==> src/rtl/bbt_pkg.sv <==
package bbt_pkg;

    localparam int unsigned BBT_BLOCKS_DEF     = 512;
    localparam int unsigned BBT_PAGES_DEF      = 16;
    localparam int unsigned BBT_PAGE_BYTES_DEF = 512;
    localparam int unsigned BBT_MIN_VALID_DEF  = 502;
    localparam logic [7:0]  BBT_ERASED         = 8'hFF;

    typedef enum logic [2:0] {
        SC_SEED,
        SC_PAGE0,
        SC_PAGE1,
        SC_COMMIT,
        SC_DONE
    } scan_state_e;

    // verdict on a single marker read
    typedef struct packed {
        logic fail;
        logic rd_err;
    } probe_result_t;

    // one table write
    typedef struct packed {
        logic en;
        logic val;
    } tbl_write_t;

    function automatic probe_result_t judge_marker(input logic [7:0] data,
                                                   input logic       err);
        probe_result_t r;
        r.rd_err = err;
        r.fail   = err || (data != BBT_ERASED);
        return r;
    endfunction

endpackage

==> src/rtl/bbt_scan_fsm.sv <==
module bbt_scan_fsm
    import bbt_pkg::*;
#(
    parameter int unsigned NUM_BLOCKS = BBT_BLOCKS_DEF,
    parameter int unsigned MARK_COL   = 0,
    parameter int unsigned BLK_W      = 9,
    parameter int unsigned PG_W       = 4,
    parameter int unsigned COL_W      = 9
) (
    input  logic             clk,
    input  logic             rst,
    output logic             req_valid,
    output logic [BLK_W-1:0] req_block,
    output logic [PG_W-1:0]  req_page,
    output logic [COL_W-1:0] req_col,
    input  logic             rsp_valid,
    input  logic [7:0]       rsp_data,
    input  logic             rsp_err,
    output tbl_write_t       wr,
    output logic [BLK_W-1:0] wr_idx,
    output logic             done,
    output logic             read_err
);

    localparam logic [BLK_W-1:0] LAST_BLK = BLK_W'(NUM_BLOCKS - 1);

    scan_state_e      state;
    logic [BLK_W-1:0] blk;
    logic             bad;
    logic             err_q;
    probe_result_t    res;

    assign res       = judge_marker(rsp_data, rsp_err);
    assign req_block = blk;
    assign req_col   = COL_W'(MARK_COL);
    assign done      = (state == SC_DONE);
    assign read_err  = err_q;

    always_comb begin
        req_valid = 1'b0;
        req_page  = '0;
        wr        = '0;
        wr_idx    = blk;
        case (state)
            SC_SEED: begin
                wr.en  = 1'b1;
                wr.val = 1'b1;
                wr_idx = '0;
            end
            SC_PAGE0: req_valid = 1'b1;
            SC_PAGE1: begin
                req_valid = 1'b1;
                req_page  = PG_W'(1);
            end
            SC_COMMIT: begin
                wr.en  = 1'b1;
                wr.val = !bad;
            end
            default: ;
        endcase
    end

    always_ff @(posedge clk) begin
        if (rst) begin
            state <= SC_SEED;
            blk   <= '0;
            bad   <= 1'b0;
            err_q <= 1'b0;
        end else begin
            case (state)
                SC_SEED: begin
                    blk   <= BLK_W'(1);
                    state <= SC_PAGE0;
                end
                SC_PAGE0: begin
                    if (rsp_valid) begin
                        if (res.rd_err) err_q <= 1'b1;
                        if (res.fail) begin
                            bad   <= 1'b1;
                            state <= SC_COMMIT;
                        end else begin
                            state <= SC_PAGE1;
                        end
                    end
                end
                SC_PAGE1: begin
                    if (rsp_valid) begin
                        if (res.rd_err) err_q <= 1'b1;
                        bad   <= res.fail;
                        state <= SC_COMMIT;
                    end
                end
                SC_COMMIT: begin
                    bad <= 1'b0;
                    if (blk == LAST_BLK) begin
                        state <= SC_DONE;
                    end else begin
                        blk   <= blk + BLK_W'(1);
                        state <= SC_PAGE0;
                    end
                end
                default: state <= SC_DONE;
            endcase
        end
    end

endmodule

==> src/rtl/bbt_valid_table.sv <==
module bbt_valid_table
    import bbt_pkg::*;
#(
    parameter int unsigned NUM_BLOCKS = BBT_BLOCKS_DEF,
    parameter int unsigned BLK_W      = 9
) (
    input  logic             clk,
    input  logic             rst,
    input  tbl_write_t       wr,
    input  logic [BLK_W-1:0] wr_idx,
    input  logic             rd_en,
    input  logic [BLK_W-1:0] rd_idx,
    output logic             rd_bit
);

    logic [NUM_BLOCKS-1:0] bits;
    logic                  in_range;

    assign in_range = (32'(rd_idx) < NUM_BLOCKS);

    always_ff @(posedge clk) begin
        if (rst) begin
            bits <= '0;
        end else if (wr.en) begin
            bits[wr_idx] <= wr.val;
        end
    end

    always_ff @(posedge clk) begin
        if (rst) begin
            rd_bit <= 1'b0;
        end else begin
            rd_bit <= rd_en && in_range && bits[rd_idx];
        end
    end

endmodule

==> src/rtl/bbt_tally.sv <==
module bbt_tally
    import bbt_pkg::*;
#(
    parameter int unsigned MIN_VALID = BBT_MIN_VALID_DEF,
    parameter int unsigned CNT_W     = 10
) (
    input  logic             clk,
    input  logic             rst,
    input  tbl_write_t       wr,
    input  logic             done,
    output logic [CNT_W-1:0] count,
    output logic             warn
);

    localparam logic [CNT_W-1:0] FLOOR = CNT_W'(MIN_VALID);

    always_ff @(posedge clk) begin
        if (rst) begin
            count <= '0;
        end else if (wr.en && wr.val) begin
            count <= count + CNT_W'(1);
        end
    end

    assign warn = done && (count < FLOOR);

endmodule

==> src/rtl/bad_block_scan.sv <==
module bad_block_scan
    import bbt_pkg::*;
#(
    parameter int unsigned NUM_BLOCKS      = BBT_BLOCKS_DEF,
    parameter int unsigned PAGES_PER_BLOCK = BBT_PAGES_DEF,
    parameter int unsigned PAGE_BYTES      = BBT_PAGE_BYTES_DEF,
    parameter int unsigned MARK_COL        = 0,
    parameter int unsigned MIN_VALID       = BBT_MIN_VALID_DEF,
    localparam int unsigned BLK_W          = $clog2(NUM_BLOCKS),
    localparam int unsigned PG_W           = $clog2(PAGES_PER_BLOCK),
    localparam int unsigned COL_W          = $clog2(PAGE_BYTES),
    localparam int unsigned CNT_W          = $clog2(NUM_BLOCKS + 1)
) (
    input  logic             clk,
    input  logic             rst,
    output logic             req_valid,
    output logic [BLK_W-1:0] req_block,
    output logic [PG_W-1:0]  req_page,
    output logic [COL_W-1:0] req_col,
    input  logic             rsp_valid,
    input  logic [7:0]       rsp_data,
    input  logic             rsp_err,
    output logic             scan_done,
    output logic [CNT_W-1:0] valid_count,
    output logic             low_warn,
    output logic             read_err,
    input  logic [BLK_W-1:0] tbl_idx,
    output logic             tbl_bit
);

    tbl_write_t       wr;
    logic [BLK_W-1:0] wr_idx;

    bbt_scan_fsm #(
        .NUM_BLOCKS(NUM_BLOCKS),
        .MARK_COL  (MARK_COL),
        .BLK_W     (BLK_W),
        .PG_W      (PG_W),
        .COL_W     (COL_W)
    ) u_fsm (
        .clk      (clk),
        .rst      (rst),
        .req_valid(req_valid),
        .req_block(req_block),
        .req_page (req_page),
        .req_col  (req_col),
        .rsp_valid(rsp_valid),
        .rsp_data (rsp_data),
        .rsp_err  (rsp_err),
        .wr       (wr),
        .wr_idx   (wr_idx),
        .done     (scan_done),
        .read_err (read_err)
    );

    bbt_valid_table #(
        .NUM_BLOCKS(NUM_BLOCKS),
        .BLK_W     (BLK_W)
    ) u_table (
        .clk   (clk),
        .rst   (rst),
        .wr    (wr),
        .wr_idx(wr_idx),
        .rd_en (scan_done),
        .rd_idx(tbl_idx),
        .rd_bit(tbl_bit)
    );

    bbt_tally #(
        .MIN_VALID(MIN_VALID),
        .CNT_W    (CNT_W)
    ) u_tally (
        .clk  (clk),
        .rst  (rst),
        .wr   (wr),
        .done (scan_done),
        .count(valid_count),
        .warn (low_warn)
    );

endmodule

==> config.mk <==
export PLATFORM = sky130hd
export DESIGN_NAME = bad_block_scan
export DESIGN_NICKNAME = d
export VERILOG_FILES = /design/src/rtl/bbt_pkg.sv /design/src/rtl/bbt_scan_fsm.sv /design/src/rtl/bbt_valid_table.sv /design/src/rtl/bbt_tally.sv /design/src/rtl/bad_block_scan.sv
export SDC_FILE = /design/constraint.sdc
export NUM_CORES = 1
export LEC_CHECK = 0
export ABC_AREA = 1
export CORE_MARGIN = 2
export CORE_UTILIZATION = 60
export DETAILED_ROUTE_END_ITERATION = 10
export PLACE_DENSITY_LB_ADDON = 0.15
export SYNTH_ARGS = -nofsm -noshare
export SYNTH_HDL_FRONTEND = slang
export SYNTH_SLANG_ARGS = --single-unit
export TNS_END_PERCENT = 10
==> constraint.sdc <==
create_clock -name clk -period 2.42 [get_ports clk]
set_input_delay 0.484 -clock clk [delete_from_list [all_inputs] [get_ports clk]]
set_output_delay 0.484 -clock clk [all_outputs]
set_load 0.03 [all_outputs]
==> run_results.csv <==
group,metric,value,unit
outcome,status,"completed",
synthesis,ys_seq_elements,537,
drt,vias_per_cell,6.90,
sta,worst_pin_slew,0.874,ns
grt,grt_max_degree,166,
cells_and_area,antenna_cells,0,
worst_setup_path,required,1.94,ns
sta,fmax,419,MHz
floorplanning,die_h,210,um
drt,drt_first_pass_iters,6,
pwr,clockPowerShare,42.4,%
clocking,cts_hold_buffers,0,
worst_setup_path,setup.worst_path.class,"flop to output pin",
placed_design,io_buffers,45,
pwr,p_leak,0.00951,uW
pwr,peakVddDrop,0.605,mV
cells_and_area,drive_above_1_share,11.3,%
sta,setup-tns-final,0,ns
synthesis,synth.largest_area_cell,"dfxtp_1",
drt,vias,25892,
worst_setup_path,critPathCaptureType,"output pin",
clocking,clk_pin_slew,0.06,ns
worst_setup_path,worst-r2r-setup-slack,0.06,ns
synthesis,seq_area_frac_synth,42.3,%
clocking,root_buffer,"clkbuf_16",
flow_run,cap_violations,0,
cells_and_area,fin_area,29200,sq um
pwr,power_switching,5700,uW
clocking,htreeDepth,2,
drt,wl_per_cell,22.6,um
pwr,p_int,14600,uW
placed_design,dpl.hpwl,45600,um
min_path,hold_path.class,"input pin to flop",
synthesis,synth_edf_count,0,
clocking,cts_tree,"built",
synthesis,ys_types,27,
sta,setup_viol,0,
sta,rsz0062_at_grt,"yes",
sta,clock_skew,0.0154,ns
floorplanning,coreArea,41900,sq um
synthesis,ys_top_cells_by_count,"554 x nand2_1, 537 x dfxtp_1, 533 x a21oi_1",
floorplanning,ios,58,
grt,grt_pass1_wl,129000,um
clocking,clock_latency,0.63,ns
grt,grt_overflow,0,
grt,grt_pass1_vias,23443,
floorplanning,fp.dieW,210,um
worst_setup_path,crit_end,"low_warn",
pwr,p_comb_share,13.7,%
worst_setup_path,critPathLaunch,"u_fsm.state[0]",
worst_setup_path,ff2ff_path_depth,11,
placed_design,placed_cell_area,27000,sq um
grt,grt_antenna_before_repair,0,
worst_setup_path,critPathMaxFanout,3,
pwr,pwr_density_cell,694,nW/um^2
synthesis,yosysTopAreaCellShare,42.3,%
sta,final-hold-violation-count,0,
synthesis,synth_most_common_cell,"nand2_1",
synthesis,netlist_area,25400,sq um
cells_and_area,syn2layout_area_growth,15.0,%
drt,initialDrtViolationCount,3611,
worst_setup_path,r2r-start,"u_fsm.state[0]",
synthesis,synth-main-ff-cell,"dfxtp_1",
floorplanning,num_rows,75,
worst_setup_path,startpoint_type,"flop",
drt,route.detailed.drc,0,
sta,slew_viol_final,0,
clocking,cts_buffer_depth,3,
sta,min_period_over_period,98.5,%
worst_setup_path,cp.arrival,1.90,ns
synthesis,yosys-top-cells-area,"dfxtp_1 42%, a311oi_1 17%, a21oi_1 11%, nand3_1 10%, nand2_1 8.2%",
clocking,numCtsBuffers,56,
clocking,cts_sinks,537,
drt,drt-total-wl,84800,um
min_path,hold_path_depth,2,
cells_and_area,nets,3193,
sta,fin_crit,2.38,ns
floorplanning,dieArea,44000,sq um
pwr,p_seq_share,43.9,%
sta,maxSlewHeadroom,41.7,%
synthesis,syn_avg_cell_area,7.69,sq um
drt,ant_nets,0,
synthesis,async_flop_share,0,%
floorplanning,initial_core_util,60.7,%
synthesis,yosysWarnings,0,
grt,grt_usage,35.9,%
placed_design,gp_congestion,0.914,
synthesis,syn_inst,3301,
pwr,p_sw_share,28.1,%
sta,fin_hold_ws,0.194,ns
worst_setup_path,r2r-end,"u_table.bits[333]",
-- worst max-delay path, cell delays in order, from the launching register on --
cell	delay, ns
dfxtp_2	0.33
nor2_2	0.16
inv_2	0.07
buf_4	0.15
nor3_2	0.22
o41ai_1	0.11
inv_1	0.06
clkbuf_4	0.18
-- final cells by class --
cell class              instances  area (sq um)
well taps                     539           674
fillers                      3421         12700
inverters                      80           314
multi-input cells            2269         12800
repair buffers                225          2850
flip-flops and latches        537         10800
clock inverters                17           131
clock buffers                  85          1700
-- routing by layer --
layer	part of all wire, %	global-route usage [%]	vias up
li1	-	-	11906
met1	40	49.4	12165
met2	45	56.0	1592
met3	11	6.45	229
met4	3.8	14.7	0
met5	0	0	-
-- worst min path at each step --
stage | start | endpoint
detailed placement | u_fsm.read_err | u_fsm.read_err
floorplan | u_table.bits[108] | u_table.bits[108]
global placement | u_fsm.read_err | u_fsm.read_err
finish | rst | u_fsm.req_block[1]
global route | rst | u_fsm.state[0]
CTS | rst | u_fsm.req_block[1]
-- what timing repair did --
item                                    in CTS  in global routing
resized for setup                           15                 38
gates cloned                                 0                  8
endpoints found under the setup margin      68                305
setup buffers                                0                  9
pin swaps                                    0                  8
-- through the flow --
| step | power, uW | util [%] | instances | setup WS [ns] |
|---|---|---|---|---|
| final | 20300 | 69.8 | 3752 | 0.0355 |
| after global routing | 20800 | 69.8 | 3752 | -0.0785 |
| after CTS | 20000 | 69.0 | 3735 | -0.129 |
| after detailed placement | 11600 | 64.6 | 3633 | -0.236 |
| after global placement | 11600 | 64.6 | 3633 | -0.183 |
| after floorplan | 10600 | - | 3312 | 0.114 |
-- power by group through the flow --
stage / registers (uW) / clock network [uW] / logic [uW]
after floorplan: 9120 / 0 / 1520
after global placement: 9090 / 0 / 2470
after detailed placement: 9090 / 0 / 2490
after CTS: 8900 / 8650 / 2500
after global routing: 8900 / 9030 / 2860
final: 8900 / 8600 / 2770
-- flip-flops by register name, summed over array words and instances (netlist names) --
name	count
u_fsm.state	3
u_tally.count	10
u_fsm.bad	1
u_fsm.req_block	9
u_table.rd_bit	1
u_fsm.read_err	1
u_table.bits	512
-- cells in the final DEF, fill, tap and decap left out, types with 16 or more instances in the layout --
cell / n
buf_4: 96
nor2_4: 17
nor2_1: 52
dfxtp_1: 533
clkbuf_8: 16
o21ai_0: 21
nand2_1: 554
clkbuf_16: 62
nor2_2: 32
a21oi_1: 532
inv_1: 61
buf_12: 79
clkdlybuf4s50_1: 36
inv_2: 16
nand3_1: 508
a311oi_1: 500
-- logic make-up after synthesis --
family | count (synthesis) | synth area share [%]
and+or+nand+nor | 1191 | 20.8
AOI/OAI and AO/OA | 1059 | 28.3
DFF | 537 | 42.3
buffers and inverters | 509 | 8.34
adders and majority gates | 3 | 0.148
xor gates and xnor gates | 1 | 0.0345
other | 1 | 0.0148
Note: power is estimated with default switching activity, not from simulation.
